--- src/rtl/uart_irq_pkg.sv ---
package uart_irq_pkg;

  // Identification byte codes: bits 7:6 set, bit 0 low when a cause is reported
  localparam logic [7:0] IIR_NONE    = 8'hC1;
  localparam logic [7:0] IIR_LINE    = 8'hC6;
  localparam logic [7:0] IIR_RXDATA  = 8'hC4;
  localparam logic [7:0] IIR_TIMEOUT = 8'hCC;
  localparam logic [7:0] IIR_THRE    = 8'hC2;

  // Enable mask bit positions
  localparam int EN_RX   = 0;
  localparam int EN_THRE = 1;
  localparam int EN_LINE = 2;

  // Strobes from control to datapath
  typedef struct packed {
    logic lineSet;
    logic lineClr;
    logic threSet;
    logic threKill;   // host write: overrides a simultaneous set
    logic threClr;    // identification read of an empty cause
    logic cntClear;
    logic cntStep;
  } irqStrobes_t;

  function automatic logic [4:0] trigDepth(input logic [1:0] idx);
    case (idx)
      2'd0:    trigDepth = 5'd1;
      2'd1:    trigDepth = 5'd4;
      2'd2:    trigDepth = 5'd8;
      default: trigDepth = 5'd14;
    endcase
  endfunction

endpackage

--- src/rtl/uart_irq_ctrl.sv ---
module uart_irq_ctrl
  import uart_irq_pkg::*;
#(
  parameter int ERR_W = 4
) (
  input  logic [2:0]       ierIn,
  input  logic [ERR_W-1:0] errPulse,
  input  logic             lsrRead,
  input  logic             iirRead,
  input  logic             thrWrite,
  input  logic             threEvent,
  input  logic             rxPush,
  input  logic             rbrRead,
  input  logic             charTick,
  input  logic             linePend,
  input  logic             threPend,
  input  logic             rxAvail,
  input  logic             rxNonEmpty,
  input  logic             toHit,
  input  logic [7:0]       iirQ,
  output irqStrobes_t      strb,
  output logic [7:0]       iirNext,
  output logic             irqNext
);

  logic lineOn, rxOn, toOn, threOn;

  always_comb begin
    strb          = '0;
    strb.lineSet  = |errPulse;
    strb.lineClr  = lsrRead;
    strb.threSet  = threEvent;
    strb.threKill = thrWrite;
    strb.threClr  = iirRead && (iirQ == IIR_THRE);
    strb.cntClear = rxPush || rbrRead || !rxNonEmpty;
    strb.cntStep  = charTick && rxNonEmpty;
  end

  assign lineOn = ierIn[EN_LINE] && linePend;
  assign rxOn   = ierIn[EN_RX]   && rxAvail;
  assign toOn   = ierIn[EN_RX]   && toHit;
  assign threOn = ierIn[EN_THRE] && threPend;

  // Fixed priority encoder
  always_comb begin
    if (lineOn)      iirNext = IIR_LINE;
    else if (rxOn)   iirNext = IIR_RXDATA;
    else if (toOn)   iirNext = IIR_TIMEOUT;
    else if (threOn) iirNext = IIR_THRE;
    else             iirNext = IIR_NONE;
  end

  assign irqNext = lineOn || rxOn || toOn || threOn;

endmodule

--- src/rtl/uart_irq_dp.sv ---
module uart_irq_dp
  import uart_irq_pkg::*;
#(
  parameter int LEVEL_W       = 5,
  parameter int TIMEOUT_CHARS = 4
) (
  input  logic               clk,
  input  logic               rstN,
  input  irqStrobes_t        strb,
  input  logic [7:0]         iirNext,
  input  logic               irqNext,
  input  logic [LEVEL_W-1:0] rxLevel,
  input  logic [1:0]         trigIdx,
  output logic               linePend,
  output logic               threPend,
  output logic               rxAvail,
  output logic               rxNonEmpty,
  output logic               toHit,
  output logic [7:0]         iirQ,
  output logic               irqQ
);

  localparam int CNT_W = $clog2(TIMEOUT_CHARS + 1);
  localparam logic [CNT_W-1:0] CNT_MAX = CNT_W'(TIMEOUT_CHARS);

  logic [CNT_W-1:0] idleCnt;

  assign rxNonEmpty = (rxLevel != '0);
  assign rxAvail    = (32'(rxLevel) >= 32'(trigDepth(trigIdx)));
  assign toHit      = rxNonEmpty && (idleCnt == CNT_MAX);

  always_ff @(posedge clk) begin
    if (!rstN) begin
      linePend <= 1'b0;
      threPend <= 1'b0;
      idleCnt  <= '0;
      iirQ     <= IIR_NONE;
      irqQ     <= 1'b0;
    end else begin
      // line error: a new error wins over the clearing read
      if (strb.lineSet)      linePend <= 1'b1;
      else if (strb.lineClr) linePend <= 1'b0;

      // transmit empty: host write wins, then a new event, then the read clear
      if (strb.threKill)     threPend <= 1'b0;
      else if (strb.threSet) threPend <= 1'b1;
      else if (strb.threClr) threPend <= 1'b0;

      // saturating idle counter
      if (strb.cntClear)                          idleCnt <= '0;
      else if (strb.cntStep && idleCnt != CNT_MAX) idleCnt <= idleCnt + 1'b1;

      iirQ <= iirNext;
      irqQ <= irqNext;
    end
  end

endmodule

--- src/rtl/uart_irq_ident.sv ---
module uart_irq_ident
  import uart_irq_pkg::*;
#(
  parameter  int FIFO_DEPTH    = 16,
  parameter  int ERR_W         = 4,
  parameter  int TIMEOUT_CHARS = 4,
  localparam int LEVEL_W       = $clog2(FIFO_DEPTH + 1)
) (
  input  logic               clk,
  input  logic               rstN,
  input  logic [2:0]         ierIn,
  input  logic [1:0]         trigIdx,
  input  logic [LEVEL_W-1:0] rxLevel,
  input  logic               rxPush,
  input  logic               rbrRead,
  input  logic               charTick,
  input  logic [ERR_W-1:0]   errPulse,
  input  logic               lsrRead,
  input  logic               threEvent,
  input  logic               thrWrite,
  input  logic               iirRead,
  output logic               irqOut,
  output logic [7:0]         iirOut
);

  irqStrobes_t strb;
  logic [7:0]  iirNext;
  logic        irqNext;
  logic        linePend, threPend, rxAvail, rxNonEmpty, toHit;

  uart_irq_ctrl #(.ERR_W(ERR_W)) u_ctrl (
    .ierIn(ierIn), .errPulse(errPulse), .lsrRead(lsrRead), .iirRead(iirRead),
    .thrWrite(thrWrite), .threEvent(threEvent), .rxPush(rxPush),
    .rbrRead(rbrRead), .charTick(charTick), .linePend(linePend),
    .threPend(threPend), .rxAvail(rxAvail), .rxNonEmpty(rxNonEmpty),
    .toHit(toHit), .iirQ(iirOut), .strb(strb), .iirNext(iirNext),
    .irqNext(irqNext)
  );

  uart_irq_dp #(.LEVEL_W(LEVEL_W), .TIMEOUT_CHARS(TIMEOUT_CHARS)) u_dp (
    .clk(clk), .rstN(rstN), .strb(strb), .iirNext(iirNext), .irqNext(irqNext),
    .rxLevel(rxLevel), .trigIdx(trigIdx), .linePend(linePend),
    .threPend(threPend), .rxAvail(rxAvail), .rxNonEmpty(rxNonEmpty),
    .toHit(toHit), .iirQ(iirOut), .irqQ(irqOut)
  );

endmodule

--- config.mk ---
export PLATFORM = sky130hd
export DESIGN_NAME = uart_irq_ident
export DESIGN_NICKNAME = d
export VERILOG_FILES = /design/src/rtl/uart_irq_pkg.sv /design/src/rtl/uart_irq_ctrl.sv /design/src/rtl/uart_irq_dp.sv /design/src/rtl/uart_irq_ident.sv
export SDC_FILE = /design/constraint.sdc
export NUM_CORES = 1
export LEC_CHECK = 0
export BUFFER_PORTS_ARGS = -buffer_cell sky130_fd_sc_hd__buf_2
export CORE_MARGIN = 2
export CORE_UTILIZATION = 30
export CTS_CLUSTER_SIZE = 24
export DETAILED_ROUTE_END_ITERATION = 6
export PLACE_DENSITY_LB_ADDON = 0.3
export SETUP_SLACK_MARGIN = 0.4
export SLEW_MARGIN = 40
export SYNTH_ARGS = -nofsm -noshare
export SYNTH_HDL_FRONTEND = slang
export SYNTH_HIERARCHICAL = 1
export SYNTH_SLANG_ARGS = --single-unit
export TNS_END_PERCENT = 20
--- constraint.sdc ---
create_clock -name clk -period 4 [get_ports clk]
set_clock_uncertainty 0.15 [all_clocks]
set_input_delay 0.2 -clock clk [delete_from_list [all_inputs] [get_ports clk]]
set_output_delay 0.2 -clock clk [all_outputs]
set_load 0.02 [all_outputs]
### Word level (Yosys, flattened, before mapping)

Cells that the tools add are included.

| storage, ports and cells | value |
|---|---|
| flip-flop bits (word level) | 14 |
| logic and storage cells | 47 |
| output and inout port bits | 9 |
| input bits | 23 |

| cells by class | value |
|---|---|
| multiplexer cells | 9 |
| add/subtract/negate cells | 1 |
| eq/ne operators | 5 |
| reduce and logical (&&, ||, !) cells | 23 |
| bitwise logic cells | 1 |
| $lt $le $gt $ge | 1 |

Operators by type and width:

| kind | count |
|---|---|
| $pmux 4 s3 | 1 |
| $eq 8x8->1 const B | 1 |
| $logic_and 1x1->1 | 8 |
| $reduce_or 4->1 | 2 |
| $mux 3 | 2 |
| $ge 5x4->1 | 1 |
| $logic_or 1x1->1 | 5 |
| $reduce_bool 5->1 | 1 |
| $mux 1 | 4 |
| $mux 4 | 1 |
| $reduce_bool 2->1 | 2 |
| $reduce_or 2->1 | 2 |
| $add 3x1->3 const B | 1 |
| $eq 3x3->1 const B | 1 |
| $ne 3x3->1 const B | 1 |
| $reduce_or 3->1 | 1 |
| $eq 2x1->1 const B | 1 |
| $eq 2x2->1 const B | 1 |
| $logic_not 2->1 | 1 |
| $mux 2 | 1 |
| $logic_not 1->1 | 1 |
| $not 1->1 | 1 |

### Logic depth before layout (Yosys ltp)

| depth | value |
|---|---|
| depth after elaboration | 7 |
| depth in mapped cells | 8 |
| gate-level depth less buffers | 8 |

### Hierarchy

The synthesis kept the hierarchy.

Modules (own cells, without submodules):

| module | sequential area each (um^2) | times used | cells an instance | area each (um^2) |
|---|---|---|---|---|
| uart_irq_dp | 280.3 | 1 | 61 | 604.3 |
| uart_irq_ctrl | 0.0 | 1 | 24 | 158.9 |

### Worst setup path after synthesis

Ideal clock, no wire load.

| timing | value |
|---|---|
| path kind | in2reg |
| start | in trigIdx[0] |
| end | reg u_dp.irqQ |
| required time | 3735 ps |
| path buffers | 0 |
| path slack | 2235 ps |
| setup time | 115 ps |
| data arrival time | 1500 ps |
| stages on the path | 8 |
| cells stage by stage | inv_1 > ha_1 > or2_1 > a211oi_1 > a21oi_1 > o21ai_0 > nand3_1 > and2_1 |

| on the way | value |
|---|---|
| longest elaborated chain between the ends | 7 |
| elaborated cells on any way between the ends | 9 |
| classes of those cells | order compare (1); eq/ne (2); mux (1); reduce/logical (5) |

Ends and longest elaborated chain:

| item | line | text |
|---|---|---|
| start: declaration | uart_irq_ident.sv:12 | `input logic [1:0] trigIdx,` |
| $eq 2x2->1 (tied with other cells) | uart_irq_pkg.sv:27 | `case (idx)` |
| $pmux 4 s3 (*) | uart_irq_pkg.sv:27 |  |
| $ge 5x4->1 (*) | uart_irq_dp.sv:29 | `assign rxAvail = (32'(rxLevel) >= 32'(trigDepth(trigIdx)));` |
| named net rxAvail | uart_irq_ident.sv:29 | `logic linePend, threPend, rxAvail, rxNonEmpty, toHit;` |
| $logic_and 1x1->1 (*) | uart_irq_ctrl.sv:40 | `assign rxOn = ierIn[EN_RX] && rxAvail;` |
| $logic_or 1x1->1 (*) (3 in a row) | uart_irq_ctrl.sv:53 | `assign irqNext = lineOn \|\| rxOn \|\| toOn \|\| threOn;` |
| named net irqNext | uart_irq_ident.sv:28 | `logic irqNext;` |
| end signal: assignment | uart_irq_dp.sv:54 | `irqQ <= irqNext;` |
| end: declaration | uart_irq_dp.sv:20 | `output logic irqQ` |

The timed path passes the listed nets; every way through them passes the cells marked *.
A chain may end at the register's enable or synchronous reset.

### Worst setup path after layout

| timing | value |
|---|---|
| start | in trigIdx[0] |
| end | reg u_dp.iirQ[1] |

| on the way | value |
|---|---|
| longest elaborated chain between the ends | 6 |
| elaborated cells on any way between the ends | 8 |
| classes of those cells | order compare (1); eq/ne (2); mux (3); reduce/logical (2) |

Ends and longest elaborated chain:

| item | line | text |
|---|---|---|
| $eq 2x2->1 (tied with other cells) | uart_irq_pkg.sv:27 |  |
| $pmux 4 s3 (*) | uart_irq_pkg.sv:27 |  |
| $ge 5x4->1 (*) | uart_irq_dp.sv:29 |  |
| named net rxAvail | uart_irq_ident.sv:29 |  |
| $logic_and 1x1->1 (*) | uart_irq_ctrl.sv:40 |  |
| $mux 3 (*) | uart_irq_ctrl.sv:47 | `else if (rxOn) iirNext = IIR_RXDATA;` |
| $mux 3 (*) | uart_irq_ctrl.sv:46 | `if (lineOn) iirNext = IIR_LINE;` |
| named net iirNext[1] | uart_irq_ident.sv:27 | `logic [7:0] iirNext;` |
| end signal: assignment | uart_irq_dp.sv:53 | `iirQ <= iirNext;` |
| end: declaration | uart_irq_dp.sv:19 | `output logic [7:0] iirQ,` |

Marks and branches as above.

==> impl_metrics.yaml <==
outcome:
  status: "finished clean"
synth:
  yosys_warnings: 6
  synth_area_per_cell_um2: 8.98
  yosys.cell_count.top_type: "dfxtp_1"
  synth_common_cells: "dfxtp_1, and2_1, buf_4, inv_1"
  synth_ff_type: "dfxtp_1"
  synth_cells: 85
  netlist_area_um2: 763
  ys_seq_area_share_pct: 36.7
  synth_top_cell_by_area: "dfxtp_1"
  synth-edff-count: 0
  synth_cell_types: 32
  ys_ff_latch: 14
  yosys-top-cells-area: "dfxtp_1, ha_1, buf_4, and2_1, inv_1"
  synth_top_area_share_pct: 36.7
  synthArstFlopShare_pct: 0
critical_path:
  reg2reg_depth: 6
  ff2ff_setup_slack_ns: 2.26
  path_cells: "buf_2 -> inv_1 -> ha_1 -> or2_1 -> a211oi_1 -> a21oi_1 -> o21ai_0 -> a32o_1 -> and2_1"
  slowest_stage: "o21ai_0"
  reg2reg_from: "u_dp/idleCnt[0]"
  critical_path_class: "in2reg"
  worst_setup_path_start_kind: "primary input"
  cp_top_family: "compound AO/OA/AOI/OAI gates"
  crit_cells: 9
  critPathCapture: "u_dp/iirQ[1]"
  cp_data_arrival_time_ns: 1.83
  cp-end-kind: "register"
  required_ns: 4.06
  cp_num_buf_inv: 2
  reg2reg_to: "u_dp/iirQ[1]"
  critPathLaunch: "trigIdx[0]"
  crit_fanout: 4
  cpPeakStageDelay_ns: 0.36
sta:
  rsz0062_at_grt: "no"
  setup_violations: 0
  fin_crit_ns: 1.77
  period_share_pct: 44.3
  setup-tns-final_ns: 0
  fmax_mhz: 564
  hold_violations: 0
  finalMaxSlewViolations: 0
power_and_ir_drop:
  ir_drop_mv: 0.159
  p_per_area_nw_per_um2: 294
  p_leak_nw: 0.457
  power_uw: 276
route:
  drtAntennaViolNets: 0
  drt-total-wl_um: 1430
  vias: 649
  dr.pass1.iters: 2
  drt_iter0_markers: 5
  route.detailed.wl_per_inst_um: 9.90
  drcViolationCount: 0
  viasPerCell: 4.51
clocking:
  path_clk_slew_ns: 0.07
  cts_buffers: 3
  htree_levels: 1
  numClockSinks: 14
  clockBufferDepth: 2
  cts_tree: "yes"
  cts_root_buf: "clkbuf_4"
  clock_latency_ns: 0.27
  post_cts_buffers: 0
cells_and_area:
  fin_cells: 144
  nFillCells: 259
  areaGrowthSynthToFinish_pct: 23.0
  antenna_cells: 0
  fin_area_um2: 938
  fin_util_pct: 38.2
  nets: 145
  drive_above_1_share_pct: 32.5
floorplanning:
  start_util_pct: 31.1
  pin_count: 32
  die_x_um: 54.4
  num_rows: 18
  die_area_um2: 2960
  fp.dieH_um: 54.4
  coreArea_um2: 2450
global_routing:
  grt_max_degree: 13
  overflow: 0
  grt_pass1_vias: 624
  grt_pass1_wl_um: 2420
  grt_usage_pct: 11.4
  grt_antenna_before_repair: 0
placement:
  place.port_buffers: 31
  place.gp.congestion: 0.723
  dp_cells: 140
  placed_area_um2: 906
  dpl.hpwl_um: 1180
min_path:
  hp-class: "in2reg"
flow_run:
  max_cap_viol_count: 0
[cell usage in the layout, fill, tap and decap left out, types with 2 or more instances in the layout]
cell,n
clkbuf_4,3
inv_1,7
and2_1,7
buf_2,31
and3_1,2
nand2b_1,2
ha_1,6
nand2_1,6
nor2_1,5
a21oi_1,3
dfxtp_1,14
o21ai_0,2
conb_1,4
and4b_1,2
or2b_1,2
[how the worst min path moves through the flow]
stage	from	endpoint	depth (start not counted)
final	rstN	u_dp/iirQ[0]	2
after global routing	rstN	u_dp/iirQ[0]	2
after CTS	rstN	u_dp/iirQ[0]	2
after floorplan	thrWrite	u_dp/threPend	2
after global placement	thrWrite	u_dp/threPend	2
after detailed placement	thrWrite	u_dp/threPend	2
[through the flow]
step	hold WS (ns)	worst slack [ns]
4_1_cts	0.0681	2.24
3_5_place_dp	0.214	1.97
5_1_grt	0.0733	2.05
2_1_floorplan	0.209	2.23
3_3_place_gp	0.214	2.03
6_report	0.0650	2.23
[cell families after synthesis]
logic type	Yosys count	synth area share, %
multiplexers	1	1.31
XOR/XNOR	1	1.15
adder cells (fa/ha/maj)	6	9.84
flip-flops	14	36.7
AND/OR/NAND/NOR	37	30.0
AO/OA/AOI/OAI	9	9.02
other	2	0.984
buffers and inverters	15	11.0
[registers in the layout, summed over array words and instances, names as in the netlist]
signal         flops
u_dp/iirQ          8
u_dp/irqQ          1
u_dp/linePend      1
u_dp/idleCnt       3
u_dp/threPend      1
[what timing repair did]
action,in CTS,in global routing
gates resized for setup,0,0
hold buffers,1,0
endpoints found under the hold margin,1,0
[layer usage]
metal	GRT usage [%]	up-vias	wire length (um)
met5	0	-	0
met4	6.25	0	19
met3	3.01	2	103
met2	20.7	22	702
met1	11.9	292	599
li1	-	333	-
[area by class of cell]
type	instances	area (um^2)	area share, %
Multi-Input combinational cell	58	407	43.3
Sequential cell	14	280	29.9
Timing Repair Buffer	32	165	17.6
Tap cell	30	37.5	4.00
Inverter	7	26.3	2.80
Clock buffer	3	22.5	2.40
[report_power, final]
| group | switching, mW | internal (mW) | leakage [nW] | total [mW] |
|---|---|---|---|---|
| clock network | 0.0402 | 0.0348 | 0.0138 | 0.0750 |
| logic | 0.0258 | 0.0256 | 0.327 | 0.0514 |
| registers | 0.00350 | 0.146 | 0.116 | 0.150 |
| total | 0.0695 | 0.206 | 0.457 | 0.276 |
Note: power is estimated with default switching activity, not from simulation.
